**config.mk**
```make
export PLATFORM = sky130hd
export DESIGN_NAME = chk_trace_conv
export DESIGN_NICKNAME = d
export VERILOG_FILES = /design/src/rtl/atc_pkg.sv /design/src/rtl/atc_set_slot.sv /design/src/rtl/atc_prio_pick.sv /design/src/rtl/atc_trace_pack.sv /design/src/rtl/chk_trace_conv.sv
export SDC_FILE = /design/constraint.sdc
export NUM_CORES = 1
export LEC_CHECK = 0
export BUFFER_PORTS_ARGS = -buffer_cell sky130_fd_sc_hd__buf_4
export CORE_ASPECT_RATIO = 1.1
export CORE_MARGIN = 5
export CORE_UTILIZATION = 48
export DETAILED_ROUTE_END_ITERATION = 7
export MAX_ROUTING_LAYER = met4
export PLACE_DENSITY = 0.74
export SYNTH_ARGS = -nofsm -noshare
export SYNTH_HDL_FRONTEND = slang
export SYNTH_SLANG_ARGS = --single-unit
export TNS_END_PERCENT = 30
```
**constraint.sdc**
```tcl
create_clock -name clk -period 3.4 [get_ports clk]
set_clock_uncertainty 0.2 [all_clocks]
set_input_delay 0.34 -clock clk [delete_from_list [all_inputs] [get_ports clk]]
set_output_delay 0.34 -clock clk [all_outputs]
set_load 0.005 [all_outputs]
```
**src/rtl/atc_pkg.sv**
```systemverilog
package atc_pkg;
    localparam int unsigned DEF_SETS    = 4;
    localparam int unsigned DEF_SET_W   = 4;
    localparam int unsigned DEF_TRACE_W = 8;

    // index width, never below one bit
    function automatic int unsigned idx_width(input int unsigned n);
        return (n > 1) ? $clog2(n) : 1;
    endfunction
endpackage

```
**src/rtl/atc_set_slot.sv**
```systemverilog
module atc_set_slot #(
    parameter int unsigned SET_W = 4
) (
    input  logic             clk,
    input  logic             rst,
    input  logic [SET_W-1:0] fire,
    input  logic             grant,
    output logic [SET_W-1:0] req,
    output logic [SET_W-1:0] pend,
    output logic             ovf_hit
);
    logic [SET_W-1:0] pend_q;

    assign req     = pend_q | fire;
    assign pend    = pend_q;
    assign ovf_hit = (|fire) && (|pend_q);

    always_ff @(posedge clk) begin
        if (rst)        pend_q <= '0;
        else if (grant) pend_q <= '0;
        else            pend_q <= req;
    end

    // granted set always leaves its slot empty
    assert_grant_clears_R5: assert property (@(posedge clk) disable iff (rst)
        grant |=> (pend_q == '0));
endmodule

```
**src/rtl/atc_prio_pick.sv**
```systemverilog
module atc_prio_pick #(
    parameter int unsigned NUM_SETS = 4,
    parameter int unsigned IDX_W    = 2
) (
    input  logic [NUM_SETS-1:0] want,
    output logic [NUM_SETS-1:0] gnt,
    output logic [IDX_W-1:0]    idx,
    output logic                any
);
    always_comb begin
        gnt = '0;
        idx = '0;
        for (int i = NUM_SETS - 1; i >= 0; i--) begin
            if (want[i]) begin
                gnt    = '0;
                gnt[i] = 1'b1;
                idx    = IDX_W'(i);
            end
        end
    end
    assign any = |want;

    // at most one winner, and one whenever anything is eligible
    always_comb begin
        assert_one_grant_R4: assert ($onehot0(gnt) && ((|gnt) == (|want)));
    end
endmodule

```
**src/rtl/atc_trace_pack.sv**
```systemverilog
module atc_trace_pack #(
    parameter int unsigned NUM_SETS = 4,
    parameter int unsigned SET_W    = 4,
    parameter int unsigned IDX_W    = 2,
    parameter int unsigned TRACE_W  = 8
) (
    input  logic                      clk,
    input  logic                      rst,
    input  logic [NUM_SETS*SET_W-1:0] req_flat,
    input  logic [IDX_W-1:0]          idx,
    input  logic                      any,
    input  logic                      ovf_in,
    output logic                      valid_o,
    output logic [TRACE_W-1:0]        trace_o,
    output logic                      ovf_o
);
    logic [SET_W-1:0]   sel_bits;
    logic [TRACE_W-1:0] word;

    always_comb begin
        sel_bits = '0;
        for (int s = 0; s < NUM_SETS; s++)
            if (idx == IDX_W'(s)) sel_bits = req_flat[s*SET_W +: SET_W];
        word = '0;
        if (any) begin
            word[SET_W-1:0]      = sel_bits;
            word[SET_W +: IDX_W] = idx;
        end
    end

    always_ff @(posedge clk) begin
        if (rst) begin
            valid_o <= 1'b0;
            trace_o <= '0;
            ovf_o   <= 1'b0;
        end else begin
            valid_o <= any;
            trace_o <= word;
            ovf_o   <= ovf_in;
        end
    end

    assert_idle_zero_R7: assert property (@(posedge clk) disable iff (rst)
        !valid_o |-> (trace_o == '0));
    assert_bits_present_R3: assert property (@(posedge clk) disable iff (rst)
        valid_o |-> (trace_o[SET_W-1:0] != '0));
endmodule

```
**src/rtl/chk_trace_conv.sv**
```systemverilog
module chk_trace_conv
    import atc_pkg::*;
#(
    parameter int unsigned NUM_SETS = DEF_SETS,
    parameter int unsigned SET_W    = DEF_SET_W,
    parameter int unsigned TRACE_W  = DEF_TRACE_W
) (
    input  logic                      clk,
    input  logic                      rst,
    input  logic [NUM_SETS*SET_W-1:0] fire_i,
    output logic                      trace_valid_o,
    output logic [TRACE_W-1:0]        trace_o,
    output logic                      overflow_o
);
    localparam int unsigned IDX_W  = idx_width(NUM_SETS);
    localparam int unsigned USED_W = SET_W + IDX_W;

    logic [NUM_SETS*SET_W-1:0] req_flat, pend_flat;
    logic [NUM_SETS-1:0]       want, gnt, hit;
    logic [IDX_W-1:0]          idx;
    logic                      any;

    for (genvar s = 0; s < NUM_SETS; s++) begin : g_slot
        atc_set_slot #(.SET_W(SET_W)) u_slot (
            .clk(clk), .rst(rst),
            .fire(fire_i[s*SET_W +: SET_W]),
            .grant(gnt[s]),
            .req(req_flat[s*SET_W +: SET_W]),
            .pend(pend_flat[s*SET_W +: SET_W]),
            .ovf_hit(hit[s])
        );
        assign want[s] = |req_flat[s*SET_W +: SET_W];

        // a reported set implies no lower set is left waiting
        assert_priority_R4: assert property (@(posedge clk) disable iff (rst)
            (trace_valid_o && (trace_o[SET_W +: IDX_W] > IDX_W'(s)))
                |-> (pend_flat[s*SET_W +: SET_W] == '0));
    end

    atc_prio_pick #(.NUM_SETS(NUM_SETS), .IDX_W(IDX_W)) u_pick (
        .want(want), .gnt(gnt), .idx(idx), .any(any)
    );

    atc_trace_pack #(
        .NUM_SETS(NUM_SETS), .SET_W(SET_W), .IDX_W(IDX_W), .TRACE_W(TRACE_W)
    ) u_pack (
        .clk(clk), .rst(rst),
        .req_flat(req_flat), .idx(idx), .any(any), .ovf_in(|hit),
        .valid_o(trace_valid_o), .trace_o(trace_o), .ovf_o(overflow_o)
    );

    // leftover work means a report was produced at the same edge
    assert_no_drop_R5: assert property (@(posedge clk) disable iff (rst)
        (|pend_flat) |-> trace_valid_o);
    // overflow only follows an edge that already had pending bits
    assert_no_overflow_R8: assert property (@(posedge clk) disable iff (rst)
        overflow_o |-> $past(|pend_flat));

    if (TRACE_W > USED_W) begin : g_pad
        assert_pad_zero_R9: assert property (@(posedge clk) disable iff (rst)
            trace_o[TRACE_W-1:USED_W] == '0);
    end
endmodule

```
# == Word-level counts from Yosys, hierarchy flattened ==
# Index checks and enable logic that the tools add are counted.
# Widths: inputs -> output; s select.
# word_totals
reg_bits,26
input_bits,18
output_inout_bits,10
word_cells,52
# classes
eq_ne,3
n_mux,12
bitwise_logic,5
reduce_logical,24
# ops
op,n
$reduce_or 4->1,13
$mux 4,8
$or 4x4->4,4
$reduce_or 16->1,1
$reduce_or 2->1,5
$mux 2,4
$eq 2x2->1 const B,2
$logic_and 1x1->1,4
$eq 2x1->1 const B,1
$logic_not 2->1,1
$not 1->1,1

# == Logic depth before layout (Yosys ltp) ==
# depth
word_depth,11
mapped_depth,4
depth_no_buf,4

# == By module ==
# A second synthesis with hierarchy kept.
# unflattened
cells_unflattened,105
area_unflattened_um2,1032.2
# by_module_without_submodules
module,instances,cells_each,area_per_inst_um2,seq_area_each_um2
atc_set_slot,4,15,151.4,80.1
atc_trace_pack,1,30,330.3,160.2
atc_prio_pick,1,10,58.8,0.0
chk_trace_conv,1,5,37.5,0.0

# == Worst setup path before layout ==
# Ideal clock, no wire load.
# synth_timing
kind,flip-flop to flip-flop
from,reg g_slot[0].u_slot.pend_q[2]
to,reg g_slot[3].u_slot.pend_q[0]
setup_ps,123
t_arrival_ps,1344
required_ps,3077
setup_slack_ps,1733
path_stages_with_launch,5
n_path_buf,0
period_less_slack_ps,1667
path_cell_list,dfxtp_1 nor4_4 nand4_4 o31ai_4 nor2_1
# synth_via
elab_chain_cells,4
# synth_rtl
element,line_no,rtl
"start, declared",atc_set_slot.sv:12,logic [SET_W-1:0] pend_q;
"start signal, assigned",atc_set_slot.sv:21,else pend_q <= req;
$or 4x4->4,atc_set_slot.sv:14,assign req = pend_q | fire;
$reduce_or 4->1,chk_trace_conv.sv:32,assign want[s] = |req_flat[s*SET_W +: SET_W];
$mux 4,atc_prio_pick.sv:14,if (want[i]) begin
$reduce_or 2->1 (no line),--,
"end signal, assigned",atc_set_slot.sv:21,
"end, declared",atc_set_slot.sv:12,
# No other way between the ends.
# A chain may end at the register's enable or synchronous reset.

# == Worst setup path in the final report ==
# layout_timing
from,reg g_slot[2].u_slot.pend_q[1]
to,reg g_slot[3].u_slot.pend_q[2]
# layout_via
elab_chain_cells,6
# layout_rtl
element,line_no
"start, declared",atc_set_slot.sv:12
"start signal, assigned",atc_set_slot.sv:21
$or 4x4->4,atc_set_slot.sv:14
$reduce_or 4->1,chk_trace_conv.sv:32
$mux 4 (3 in series),atc_prio_pick.sv:14
$reduce_or 2->1 (no line),--
# No other way between the ends.

==> flow_summary_export.csv <==
group,metric,value,unit
cts,post_cts_buffers,0,
cts,clk_latency,0.30,ns
place,placed_cell_area,0.00123,mm²
critical_path,critPathLaunchType,"register",
cells_and_area,diodes,0,
detailed_routing,wl_met1,929,µm
cts,cts.htree.levels,1,
global_route,antenna_found_initial,0,
synthesis,synth_top_area_frac,0.471,
cts,cts_root_buffer,"clkbuf_4",
timing,setup-violations-final,0,
synthesis,synth_ff_type,"dfxtp_1",
synthesis,synth-edff-count,0,
detailed_routing,wl_met3,158,µm
cells_and_area,nNetsFinal,154,
synthesis,synthArstFlopShare,0,
detailed_routing,top_layer_used,"met4",
global_route,grt_pass1_wl,3650,µm
power,p_per_area,397,mW/mm²
floorplan,die_w,53.9,µm
cells_and_area,seq_area,480,µm²
detailed_routing,detail_route.wl_per_cell,13.6,µm
critical_path,reg2reg_slack,1.60,ns
timing,fin_crit_sh,0.529,
global_route,grt_usage,0.158,
cts,cts_buffers,3,
timing,hold_ws,0.0623,ns
critical_path,worstSetupPathType,"reg2reg",
global_route,overflow,0,
synthesis,synthMostInstantiatedCell,"nor2_1",
synthesis,synth-seq-cells,24,
cells_and_area,final_cells,162,
synthesis,ys_top_cells_by_area,"dfxtp_1 (47%), nor2_1 (11%), nor4_1 (9.8%)",
timing,hold_violations,0,
detailed_routing,drt-total-wl,2200,µm
detailed_routing,drt_first_pass_iters,4,
global_route,grt_pass1_vias,883,
detailed_routing,viasPerCell,5.54,
timing,finalCriticalPeriod,1.80,ns
timing,fin_tns_setup,0,ns
timing,fmax,556,MHz
cts,path_clk_slew,0.12,ns
detailed_routing,via_count,898,
cells_and_area,fin_area,0.00125,mm²
synthesis,seq_area_frac_synth,0.471,
synthesis,synthCells,104,
detailed_routing,ant_nets,0,
outcome,outcome,"finished clean",
timing,rsz0062_at_grt,"no",
cells_and_area,area_delta_synth_final,23.1,%
cts,cts_tree,"built",
synthesis,syn_area,0.00102,mm²
synthesis,synth.largest_area_cell,"dfxtp_1",
flow_run,max_cap_violations,0,
critical_path,arrival,1.80,ns
floorplan,die_h,58.3,µm
timing,final_max_slew_viol_count,0,
place,place_congestion,0.830,
floorplan,initial_core_util,0.505,
detailed_routing,wl_met2,1100,µm
floorplan,die_area,0.00315,mm²
detailed_routing,drtIter0Drc,15,
floorplan,num_rows,17,
synthesis,synth_common_cells,"nor2_1 (31), dfxtp_1 (24), nor4_1 (16)",
floorplan,io_pins,28,
place,io_buffer_count,25,
place,dp.cells,159,
cts,cts_sinks,24,
global_route,grt_max_degree,13,
cts,cts_buffer_depth,2,
power,ir_drop,0.301,mV
critical_path,crit_path_end_kind,"register",
place,dp_hpwl,1790,µm
synthesis,synth.avg_cell_area,9.81,µm²
critical_path,cp.required,3.40,ns
min_path,worst_hold_path_type,"in2reg",
power,power,0.499,mW
cells_and_area,fillers,189,
detailed_routing,drc,0,
cts,post_cts_resized,0,
cells_and_area,multi_input_area,526,µm²
synthesis,yosys_warnings,0,
critical_path,cp_max_fo,6,
cts,hold_buffers,0,
synthesis,yosys.cell_types.count,22,
floorplan,core_area,0.00202,mm²
power,power.leakage,0.503,nW
cells_and_area,layout-drive-gt1-share,0.284,
## cell families after synthesis
kind of cell,synth area share
other cells,0.00368
simple gates,0.366
buf+inv,0.0319
compound gates,0.128
flops,0.471
## cell usage in the layout, fill, tap and decap left out
master and n:
and2_4 1, and2_1 1, a211oi_1 5, nor4_4 4, nand2_2 1, clkinv_1 1, a31o_2 1, nand2_4 1
clkbuf_4 3, nand4_4 1, nand2_1 2, o21ai_1 1, dfxtp_1 24, nor3_1 2, nor2_1 31, buf_4 25
conb_1 6, o22ai_1 2, nor4_1 16, a21oi_1 1, o31ai_4 1, a221o_1 4
## registers in the layout, summed over array words and instances, names as in the netlist
| register | cells |
|---|---|
| g_slot.u_slot.pend | 16 |
| u_pack.trace_o | 6 |
| u_pack.ovf_o | 1 |
| u_pack.valid_o | 1 |
## worst paths after layout
| path | start | end | depth (start not counted) |
|---|---|---|---|
| hold reg to reg | g_slot[2].u_slot.pend[1] | g_slot[2].u_slot.pend[1] | 2 |
| hold / removal | fire_i[12] | g_slot[3].u_slot.pend[0] | 3 |
| setup reg to reg | g_slot[2].u_slot.pend[1] | g_slot[3].u_slot.pend[2] | 4 |
| setup / recovery | g_slot[2].u_slot.pend[1] | g_slot[3].u_slot.pend[2] | 4 |
## metrics by stage
stage	utilization	setup WS, ns
final	0.621	1.60
after global routing	0.621	1.45
after CTS	0.621	1.60
after detailed placement	0.610	1.48
after global placement	0.610	1.49
after floorplan	-	1.73
## cell type report
cell class,count,share of cell area
flip-flops and latches,24,0.383
repair buffers,25,0.150
clock buffers,3,0.0179
inverters,1,0.00299
multi-input cells,81,0.419
well taps,28,0.0279
## layer usage
metal / track usage / vias to the layer above
li1: - / 450
met1: 0.202 / 414
met2: 0.246 / 32
met3: 0.0253 / 2
met4: 0.0620 / 0
met5: - / -
## power by group
part           switching, mW  internal (mW)  total (mW)  leakage, nW
Sequential            0.0155          0.299       0.314        0.201
Combinational         0.0343         0.0353      0.0696        0.288
Clock                 0.0736         0.0413       0.115       0.0138
Total                  0.123          0.375       0.499        0.503
## worst max-delay path: stages (launching register included)
cell and delay [ns]:
dfxtp_1 0.35, nor4_1 0.46, nand2_1 0.27, o31ai_4 0.34
nor2_1 0.08
Power figures use the tool's default switching activity.
